===== config.mk =====
export PLATFORM = sky130hd
export DESIGN_NAME = simt_reconv_ctrl
export DESIGN_NICKNAME = d
export VERILOG_FILES = /design/src/rtl/reconv_pkg.sv /design/src/rtl/reconv_ctrl.sv /design/src/rtl/reconv_datapath.sv /design/src/rtl/simt_reconv_ctrl.sv
export SDC_FILE = /design/constraint.sdc
export NUM_CORES = 1
export LEC_CHECK = 0
export ABC_AREA = 1
export BUFFER_PORTS_ARGS = -buffer_cell sky130_fd_sc_hd__buf_2
export CAP_MARGIN = 20
export CORE_MARGIN = 3
export CORE_UTILIZATION = 45
export CTS_BUF_LIST = sky130_fd_sc_hd__clkbuf_16
export DETAILED_ROUTE_END_ITERATION = 8
export PLACE_DENSITY = 0.65
export SLEW_MARGIN = 20
export SYNTH_ARGS = -nofsm -noshare
export SYNTH_HDL_FRONTEND = slang
export SYNTH_HIERARCHICAL = 1
export SYNTH_SLANG_ARGS = --single-unit

===== constraint.sdc =====
create_clock -name clk -period 9.9 [get_ports clk]
set_clock_uncertainty 0.15 [all_clocks]
set_input_delay 1.98 -clock clk [delete_from_list [all_inputs] [get_ports clk]]
set_output_delay 1.98 -clock clk [all_outputs]
set_load 0.05 [all_outputs]

===== src/rtl/reconv_pkg.sv =====
package reconv_pkg;
  localparam logic [2:0] FN_MASKSET = 3'd0;
  localparam logic [2:0] FN_SPLIT   = 3'd2;
  localparam logic [2:0] FN_JOIN    = 3'd3;

  typedef struct packed {
    logic pushUni;
    logic pushDiv;
    logic popTop;
    logic redirect;
    logic loadMask;
    logic errOvf;
    logic errUnf;
    logic errIdle;
  } stackCmd_t;
endpackage


===== src/rtl/reconv_ctrl.sv =====
module reconv_ctrl
  import reconv_pkg::*;
#(
  parameter int NT = 4
) (
  input  logic          opValid,
  input  logic [2:0]    opFunc,
  input  logic [NT-1:0] curMask,
  input  logic [NT-1:0] predVec,
  input  logic          stackEmpty,
  input  logic          roomOne,
  input  logic          roomTwo,
  input  logic          topUni,
  input  logic          topFt,
  output stackCmd_t     cmd
);
  logic [NT-1:0] livePred;
  logic          isUniform;

  assign livePred  = predVec & curMask;
  assign isUniform = (livePred == '0) || (livePred == curMask);

  always_comb begin
    cmd = '0;
    if (opValid) begin
      case (opFunc)
        FN_SPLIT: begin
          if (curMask == '0) cmd.errIdle = 1'b1;
          else if (isUniform) begin
            if (roomOne) cmd.pushUni = 1'b1;
            else         cmd.errOvf  = 1'b1;
          end else begin
            if (roomTwo) cmd.pushDiv = 1'b1;
            else         cmd.errOvf  = 1'b1;
          end
        end
        FN_JOIN: begin
          if (stackEmpty) cmd.errUnf = 1'b1;
          else begin
            cmd.popTop   = 1'b1;
            cmd.redirect = !topUni && !topFt;
          end
        end
        FN_MASKSET: cmd.loadMask = 1'b1;
        default: ;
      endcase
    end
  end
endmodule


===== src/rtl/reconv_datapath.sv =====
module reconv_datapath
  import reconv_pkg::*;
#(
  parameter int NT    = 4,
  parameter int DEPTH = 4,
  parameter int PC_W  = 32,
  localparam int SP_W  = $clog2(DEPTH + 1),
  localparam int IDX_W = (DEPTH > 1) ? $clog2(DEPTH) : 1
) (
  input  logic            clk,
  input  logic            rst,
  input  stackCmd_t       cmd,
  input  logic [NT-1:0]   predVec,
  input  logic [PC_W-1:0] nextPc,
  input  logic [NT-1:0]   maskArg,
  output logic [NT-1:0]   curMask,
  output logic [SP_W-1:0] level,
  output logic            stackEmpty,
  output logic            roomOne,
  output logic            roomTwo,
  output logic            topUni,
  output logic            topFt,
  output logic            redirectValid,
  output logic [PC_W-1:0] redirectPc,
  output logic            errOverflow,
  output logic            errUnderflow,
  output logic            errNoActive
);
  logic [NT-1:0]   slotMask [DEPTH];
  logic [PC_W-1:0] slotPc   [DEPTH];
  logic            slotUni  [DEPTH];
  logic            slotFt   [DEPTH];
  logic [IDX_W-1:0] topIdx;

  assign topIdx     = IDX_W'(level - SP_W'(1));
  assign stackEmpty = (level == '0);
  assign roomOne    = ({1'b0, level} < (SP_W+1)'(DEPTH));
  assign roomTwo    = ({1'b0, level} + (SP_W+1)'(2) <= (SP_W+1)'(DEPTH));
  assign topUni     = slotUni[topIdx];
  assign topFt      = slotFt[topIdx];

  for (genvar g = 0; g < DEPTH; g++) begin : gSlot
    always_ff @(posedge clk) begin
      if (cmd.pushUni && level == SP_W'(g)) begin
        slotMask[g] <= curMask;
        slotPc[g]   <= nextPc;
        slotUni[g]  <= 1'b1;
        slotFt[g]   <= 1'b1;
      end else if (cmd.pushDiv && level == SP_W'(g)) begin
        slotMask[g] <= curMask;
        slotPc[g]   <= nextPc;
        slotUni[g]  <= 1'b0;
        slotFt[g]   <= 1'b1;
      end else if (cmd.pushDiv && level + SP_W'(1) == SP_W'(g)) begin
        slotMask[g] <= curMask & predVec;
        slotPc[g]   <= nextPc;
        slotUni[g]  <= 1'b0;
        slotFt[g]   <= 1'b0;
      end
    end
  end

  always_ff @(posedge clk) begin
    if (rst) begin
      curMask       <= NT'(1);
      level         <= '0;
      redirectValid <= 1'b0;
      redirectPc    <= '0;
      errOverflow   <= 1'b0;
      errUnderflow  <= 1'b0;
      errNoActive   <= 1'b0;
    end else begin
      redirectValid <= cmd.redirect;
      errOverflow   <= cmd.errOvf;
      errUnderflow  <= cmd.errUnf;
      errNoActive   <= cmd.errIdle;
      if (cmd.redirect) redirectPc <= slotPc[topIdx];
      if (cmd.pushUni) begin
        level <= level + SP_W'(1);
      end else if (cmd.pushDiv) begin
        level   <= level + SP_W'(2);
        curMask <= curMask & ~predVec;
      end else if (cmd.popTop) begin
        level   <= level - SP_W'(1);
        curMask <= slotMask[topIdx];
      end else if (cmd.loadMask) begin
        curMask <= maskArg;
      end
    end
  end
endmodule


===== src/rtl/simt_reconv_ctrl.sv =====
module simt_reconv_ctrl
  import reconv_pkg::*;
#(
  parameter int NT    = 4,
  parameter int DEPTH = 4,
  parameter int PC_W  = 32,
  localparam int SP_W = $clog2(DEPTH + 1)
) (
  input  logic            clk,
  input  logic            rst,
  input  logic            opValid,
  input  logic [2:0]      opFunc,
  input  logic [NT-1:0]   predVec,
  input  logic [PC_W-1:0] nextPc,
  input  logic [NT-1:0]   maskArg,
  output logic [NT-1:0]   threadMask,
  output logic            redirectValid,
  output logic [PC_W-1:0] redirectPc,
  output logic            errOverflow,
  output logic            errUnderflow,
  output logic            errNoActive
);
  stackCmd_t       cmd;
  logic [SP_W-1:0] stackLevel;
  logic            stackEmpty, roomOne, roomTwo, topUni, topFt;

  reconv_ctrl #(.NT(NT)) u_ctrl (
    .opValid(opValid), .opFunc(opFunc), .curMask(threadMask), .predVec(predVec),
    .stackEmpty(stackEmpty), .roomOne(roomOne), .roomTwo(roomTwo),
    .topUni(topUni), .topFt(topFt), .cmd(cmd)
  );

  reconv_datapath #(.NT(NT), .DEPTH(DEPTH), .PC_W(PC_W)) u_dp (
    .clk(clk), .rst(rst), .cmd(cmd), .predVec(predVec), .nextPc(nextPc),
    .maskArg(maskArg), .curMask(threadMask), .level(stackLevel),
    .stackEmpty(stackEmpty), .roomOne(roomOne), .roomTwo(roomTwo),
    .topUni(topUni), .topFt(topFt), .redirectValid(redirectValid),
    .redirectPc(redirectPc), .errOverflow(errOverflow),
    .errUnderflow(errUnderflow), .errNoActive(errNoActive)
  );
endmodule


## Yosys cells after proc, flatten, opt, wreduce, memory -nomap -nowiden

Memory sizes are Yosys's and may differ from the RTL's. A register that Yosys moved wholly into a read port is not among the register bits.
Cells that the tools add are included.

- RAM bits: 152
- Memories: 4
- Register bits after elaboration: 11
- Logic and storage cells: 216
- Input port bits: 46

- $lt $le $gt $ge: 2
- Mux-type cells: 117
- Equal/unequal tests: 9
- Reductions and logical operators: 35
- Add/subtract/negate cells: 4
- Bitwise gates (word level): 39

Memory list:

| name | depth | bits a word | read ports | clocked after memory_dff | wr ports | line | source |
|---|---|---|---|---|---|---|---|
| u_dp.slotPc | 4 | 32 | 1 | 1 | 2 | reconv_datapath.sv:30 | `logic [PC_W-1:0] slotPc [DEPTH];` |
| u_dp.slotMask | 4 | 4 | 1 | 0 | 2 | reconv_datapath.sv:29 | `logic [NT-1:0] slotMask [DEPTH];` |
| u_dp.slotFt | 4 | 1 | 1 | 0 | 2 | reconv_datapath.sv:32 | `logic slotFt [DEPTH];` |
| u_dp.slotUni | 4 | 1 | 1 | 0 | 2 | reconv_datapath.sv:31 | `logic slotUni [DEPTH];` |

Operators by type and width:

| kind | number |
|---|---|
| 32-bit two-way mux | 10 |
| 1-bit two-way mux | 78 |
| 32-bit OR reduction | 2 |
| 4-bit two-way mux | 13 |
| 1-bit bitwise OR | 32 |
| 2-bit two-way mux | 12 |
| 3-bit by 2-bit equality test with 1-bit output, second input constant | 6 |
| 1-bit logical AND | 13 |
| 4-bit OR reduction | 3 |
| 3-bit zero test | 3 |
| 3-bit two-way mux | 3 |
| 4-bit AND | 2 |
| 4-bit zero test | 2 |
| 8-bit two-way mux | 1 |
| 3-bit by 1-bit equality test with 1-bit output, second input constant | 2 |
| 3-bit nonzero test | 2 |
| 3-bit OR reduction | 2 |
| 3-bit by 2-bit adder with 4-bit output, second input constant | 1 |
| 4-bit equality test | 1 |
| 4-bit by 3-bit <= comparator with 1-bit output, second input constant | 1 |
| 1-bit inverter | 4 |
| 4-bit inverter | 1 |
| 1-bit OR reduction | 4 |
| 3-bit by 1-bit adder with 3-bit output, second input constant | 1 |
| other kinds (6) | 7 |

## Depth between registers and ports, before layout

Gate-level depths: netlist (run 1).

- Word-level depth: 15
- Depth in mapped cells: 15
- Mapped depth without buffers: 13

## Cells and area by module

Netlist (run 1), hierarchy kept.

Modules (own cells, without submodules):

| module | seq. area each (um^2) | times used | cells each | area each (um^2) |
|---|---|---|---|---|
| reconv_datapath | 5405.2 | 1 | 737 | 7887.6 |
| reconv_ctrl | 0.0 | 1 | 50 | 202.7 |

## Worst setup path before layout (run 1)

OpenSTA, ideal clock, no wires.

- Kind: input-to-reg
- From: input port opFunc[2]
- To: memory u_dp.slotFt[0], enable pin
- Arrival: 5.684 ns
- Setup slack: 3.575 ns
- Cell stages on the path: 10
- Library setup time: 0.491 ns
- Buffers on the path: 1
- Cells stage by stage: inv_1 nand2_1 nor2_1 nand2_1 a21oi_2 inv_1 nor2_1 buf_2 nor2_1 o31ai_1

RTL lines:

| element | line | source |
|---|---|---|
| from (decl) | simt_reconv_ctrl.sv:12 | `input logic [2:0] opFunc,` |
| to (decl) | reconv_datapath.sv:32 |  |

==> metrics.yaml, run 1 <==
outcome: "completed"
grt_setup_unrepaired: "no"
hold_violations: 0
drc: 0
floorplan.initialDensity: 0.4629
die_w_um: 140.1
synthFlopType: "edfxtp_1"
cts_tree: "done"
antenna_found_initial: 1
avgSynthCellArea_um2: 10.28
viasPerCell: 5.015
post_cts_buffers: 0
cp-start-kind: "input port"
power_density_nw_per_um2: 176.0
highest_layer: "met5"
final_nets: 915
track_usage: 0.1747
wl_per_cell_um: 15.23
setup_violations: 0
ys_async_sr_fraction: 0
slew_headroom: 0.2974
cp_num_buf_inv: 4
worst-endpoint-arrival_ns: 4.86
slowest_stage: "nand2_2"
irDropWorstVdd_mv: 0.1145
fin_tns_setup_ns: 0
final_core_util: 0.5311
path_clk_slew_ns: 0.06
dpl.hpwl_um: 10080
worst-slew-pin-transition_ns: 1.050
first_iter_violations: 427
critPathMaxFanout: 38
htree_num_levels: 4
ys_seq_area_frac: 0.6681
dieArea_um2: 19620
cts_buffers: 17
dr.pass1.iters: 5
grt_max_degree: 80
io_buffers: 85
slew_violations: 0
synth_fp_nets: 843
yosysUniqueCellTypes: 28
synth_area_um2: 8090
path_class: "input port to register"
grt_remaining_overflow: 0
vias: 5506
drive_gt1_frac: 0.1537
routed_wl_um: 16730
critical_path.max_stage_delay_ns: 0.80
die_height_um: 140.1
clockBufferDepth: 2
cts-root-buf: "clkbuf_16"
coreArea_um2: 17480
postCtsHoldBufs: 0
end_kind: "register"
synth_edf_count: 150
pin_count: 86
cp.required_ns: 9.79
cp_top_family: "simple AND/OR/NAND/NOR gates"
routed-wl-met3_um: 748
synthCells: 787
layout_common_cells: "nor2_1 (192), edfxtp_1 (150), nand2_1 (89), inv_1 (87), buf_2 (85)"
area_growth_syn_to_layout_pct: 14.74
finalCritPeriodShare: 0.5020
post_cts_resized: 0
grt_pass1_wl_um: 26940
worstPathCellList: "buf_2 > inv_1 > nand2_1 > nor2_1 > nand2_1 > a21oi_2 > inv_1 > nor2_1 > nand2_1 > nor3_1 > inv_1 > nand2_2"
synth_seq_cells: 195
wl_met2_um: 8158
wl_met1_um: 7595
min_period_ns: 4.970
cts_sinks: 195
leakagePower_nw: 3.775
clock_latency_ns: 0.43
mostFrequentLayoutCell: "nor2_1"
fp-row-count: 48
hp-class: "register to register"
maxCapViolations: 0
yosysWarnings: 6
globalplace.congestion: 0.8390
grt_pass1_vias: 5118
fill_cells: 1524
clock.fmax_mhz: 201.2
detail-route-antenna-nets: 0
final timing paths:
check | start | end | slack (ns) | cells after the start
worst min register to register | u_dp/slotUni[2] | u_dp/slotUni[2] | 0.30 | 2
worst max-delay path | opFunc[2] | u_dp/slotPc[3][6] | 4.93 | 12
worst min-delay path | u_dp/slotUni[2] | u_dp/slotUni[2] | 0.30 | 2
worst max register to register | u_dp/level[0] | u_dp/slotPc[3][6] | 5.51 | 10
worst register-to-register path: cells and delay by family (launching register included):
| kind | cells | cell delay [ns] |
|---|---|---|
| compound gates | 1 | 0.14 |
| flops | 1 | 0.31 |
| buf+inv | 3 | 0.99 |
| simple gates | 6 | 2.38 |
metrics by stage:
stage                     area, um^2  hold slack, ns  worst slack [ns]  power (mW)  cells
after floorplan                 8090          0.2720             3.575      0.9638    787
after global placement          8688          0.3030             4.674      0.9943   1064
after detailed placement        8688          0.2974             4.529      0.9953   1064
after CTS                       9253          0.3064             4.991       1.651   1096
after global routing            9280          0.3197             4.608       1.695   1097
final                           9283          0.3033             4.930       1.634   1098
area by class of cell:
class	instances	area, um^2	share of cell area
sequential	195	5406	0.5824
multi-input combinational	465	2200	0.2370
inverter	88	330.3	0.03558
timing repair buffer	92	498.0	0.05365
antenna	1	2.502	0.0002696
tap	225	281.5	0.03033
clock inverter	15	138.9	0.01496
clock buffer	17	425.4	0.04583
cells by family (layout without fill, tap and decap cells):
logic type,Yosys count,count (layout),synth area share
adders and majority gates,10,10,0.01547
other,0,1,0
DFF,195,195,0.6681
AOI/OAI and AO/OA,145,145,0.1018
buffers and inverters,127,212,0.06495
xor gates and xnor gates,1,1,0.001083
and+or+nand+nor,309,309,0.1486
flip-flops by register name, indices dropped and copies added (netlist names):
register            count
u_dp/slotFt             4
u_dp/slotUni            4
u_dp/errNoActive        1
u_dp/curMask            4
u_dp/slotPc           128
u_dp/errUnderflow       1
u_dp/redirectValid      1
u_dp/errOverflow        1
u_dp/slotMask          16
u_dp/redirectPc        32
u_dp/level              3
Yosys cell counts (2+ instances only):
master    instances  share of area
inv_1            87          0.040
nand2_1          90          0.042
o21ai_0          61          0.038
ha_1             10          0.015
nor2_1          192          0.089
nor4_1            2         0.0015
buf_2            12         0.0074
a31oi_1           4         0.0031
nor3_1            2         0.0012
nand3_1          21          0.013
a21oi_1          30          0.019
buf_4             3         0.0028
dfxtp_1          45           0.11
buf_6             3         0.0042
edfxtp_1        150           0.56
clkbuf_1         20         0.0093
o21ai_1          13         0.0080
o211ai_1         32          0.030
power breakdown:
part	internal, mW	leakage [nW]	switching (mW)	total [mW]
Clock	0.369	0.276	0.289	0.658
Sequential	0.889	1.74	0.00360	0.892
Combinational	0.0237	1.76	0.0606	0.0842
per-layer routing:
metal / GRT usage / vias to the layer above
met5: 0 / -
met4: 0.05048 / 2
met3: 0.04370 / 17
met2: 0.2902 / 112
met1: 0.2289 / 2601
li1: - / 2774
Note: power is estimated with default switching activity, not from simulation.
==> run 2: changes to the inputs <==
--- a/config.mk
+++ b/config.mk
@@ -12,7 +12,7 @@
 export CORE_UTILIZATION = 45
 export CTS_BUF_LIST = sky130_fd_sc_hd__clkbuf_16
 export DETAILED_ROUTE_END_ITERATION = 8
-export PLACE_DENSITY = 0.65
+export PLACE_DENSITY = 0.67
 export SLEW_MARGIN = 20
 export SYNTH_ARGS = -nofsm -noshare
 export SYNTH_HDL_FRONTEND = slang
==> constraint.sdc (replaced) <==
create_clock -name clk -period 4.2 [get_ports clk]
set_clock_uncertainty 0.15 [all_clocks]
set_input_delay 0.84 -clock clk [delete_from_list [all_inputs] [get_ports clk]]
set_output_delay 0.84 -clock clk [all_outputs]
set_load 0.05 [all_outputs]
==> metrics.yaml, run 2 (synthesized netlist as in run 1, its figures left out) <==
top_register: "u_dp/slotPc"
clock.fmax_mhz: 322.2
cts-root-buf: "clkbuf_16"
grt_pass1_wl_um: 27090  # +0.54%
maxCapViolations: 0  # unchanged
slew_violations: 0  # unchanged
irDropWorstVdd_mv: 0.3249  # +180%
clockBufferDepth: 2  # unchanged
largest_register_ffs: 128  # unchanged
critical_path.max_stage_delay_ns: 0.42  # -0.38 ns
grt_setup_unrepaired: "no"
clock_latency_ns: 0.43  # about the same
biggestRegsByFlops: "u_dp/slotPc: 128 flops, u_dp/redirectPc: 32 flops, u_dp/slotMask: 16 flops"
cp.required_ns: 4.18  # -5.61 ns
r2r.worst_path.cells: 12  # +2
worst-slew-pin-transition_ns: 0.9569  # -0.09332 ns
place_ws_ns: 0.8245  # -3.704 ns
grt_pass1_vias: 5476  # +7.0%
crit_start: "u_dp/level[2]"
hold_violations: 0  # unchanged
cts_sinks: 195  # unchanged
final_nets: 921  # +0.66%
dieArea_um2: 19620  # unchanged
fin_tns_setup_ns: 0  # unchanged
end_kind: "register"
placed_cell_area_um2: 8753  # +0.75%
globalplace.congestion: 0.7923  # -5.6%
cp-start-kind: "register"
floorplan.initialDensity: 0.4629  # unchanged
drive_gt1_frac: 0.1606  # +0.006923
final_cells: 1103  # +0.46%
slew_headroom: 0.3596  # +0.06227
cts_buffers: 17  # unchanged
reg2reg_to: "u_dp/slotPc[2][28]"
fp-row-count: 48  # unchanged
post_cts_buffers: 0  # unchanged
critPathMaxFanout: 12  # -68%
area_growth_syn_to_layout_pct: 15.82
viasPerCell: 5.003  # -0.24%
power_density_nw_per_um2: 421.7  # +140%
min_period_ns: 3.103
die_w_um: 140.1  # unchanged
cp_top_family: "simple AND/OR/NAND/NOR gates"
outcome: "completed"
finalCritPeriodShare: 0.7389
io_buffers: 85  # unchanged
post-place-cells: 1071  # +0.66%
die_height_um: 140.1  # unchanged
mostFrequentLayoutCell: "nor2_1"
htree_num_levels: 4  # unchanged
leakagePower_nw: 3.825  # +1.3%
pin_count: 86  # unchanged
grt_max_degree: 82  # +2.5%
grt_remaining_overflow: 0  # unchanged
crit_end: "u_dp/slotPc[2][28]"
worstPathCellList: "inv_1 > ha_1 > nand2_1 > o21bai_1 > nand3_1 > nor2_1 > buf_4 > nand2_1 > nor3_2 > inv_1 > nand3_2 > buf_4"
design_area_um2: 9370  # +0.94%
coreArea_um2: 17480  # unchanged
cts_tree: "done"
drc: 0  # unchanged
routed_wl_um: 16470  # -1.6%
worst-endpoint-arrival_ns: 3.09  # -1.77 ns
diodes: 0  # -1
dpl.hpwl_um: 10130  # +0.42%
wl_per_cell_um: 14.93  # -2.0%
layout_common_cells: "nor2_1 (192), edfxtp_1 (150), nand2_1 (89), inv_1 (87), buf_2 (85)"
hp-class: "register to register"
final_core_util: 0.5362  # +0.005011
setup_violations: 0  # unchanged
first_iter_violations: 480  # +12%
cp_num_buf_inv: 4  # unchanged
fin_ws_ns: 1.097  # -3.834 ns
path_clk_slew_ns: 0.07  # about the same
track_usage: 0.1721  # -0.002559
antenna_found_initial: 0  # -1
p_total_mw: 3.952  # +140%
detail-route-antenna-nets: 0  # unchanged
dr.pass1.iters: 5  # unchanged
reg2reg_from: "u_dp/level[2]"
path_class: "register to register"
worstSetupPathDepth: 12  # unchanged
postCtsHoldBufs: 0  # unchanged
vias: 5518  # +0.22%
slowest_stage: "dfxtp_1"
rrSetupSlack_ns: 1.10  # -4.41 ns
timing.hold.ws_ns: 0.3034  # +0.0001620 ns
post_cts_resized: 0  # unchanged
-- run 2: changes by cell type in the layout (fill, tap and decap cells not counted), sizes merged --
cell	before	now
diode	1	0
inv	90	93
clkinvlp	3	2
buf	92	98
clkinv	8	6
-- run 2: worst register-to-register path: stages (launching register included) --
cell      delay [ns]
dfxtp_1         0.42
inv_1           0.21
ha_1            0.17
nand2_1         0.05
o21bai_1        0.18
nand3_1         0.12
nor2_1          0.17
buf_4           0.20
nand2_1         0.11
nor3_2          0.33
inv_1           0.15
nand3_2         0.29
buf_4           0.27
-- run 2: cell type report --
class	instances	area, um^2
Fill cell	1529	8107
Sequential cell	195	5406
Tap cell	225	281.5
Multi-Input combinational cell	465	2200
Clock buffer	17	425.4
Clock inverter	15	191.4
Inverter	88	330.3
Timing Repair Buffer	98	535.5
-- run 2: how the worst min path moves through the flow --
stage / from / to / cells after the start
floorplan: u_dp/slotUni[2] / u_dp/slotUni[2] / 2
global placement: u_dp/slotUni[2] / u_dp/slotUni[2] / 2
detailed placement: u_dp/slotUni[2] / u_dp/slotUni[2] / 2
CTS: u_dp/slotUni[2] / u_dp/slotUni[2] / 2
global route: u_dp/slotUni[2] / u_dp/slotUni[2] / 2
finish: u_dp/slotUni[2] / u_dp/slotUni[2] / 2
-- run 2: metal layers --
layer  track usage  vias to the layer above  share of wire
li1              -                     2782              -
met1        0.2189                     2598           0.44
met2        0.2907                      118           0.50
met3       0.03482                       20          0.040
met4       0.06782                        0          0.018
met5             0                        -              0
-- run 2: where the power goes --
part	internal [mW]	total, mW	switching, mW
sequential	2.09	2.10	0.00834
clock	0.904	1.65	0.745
combinational	0.0561	0.201	0.145
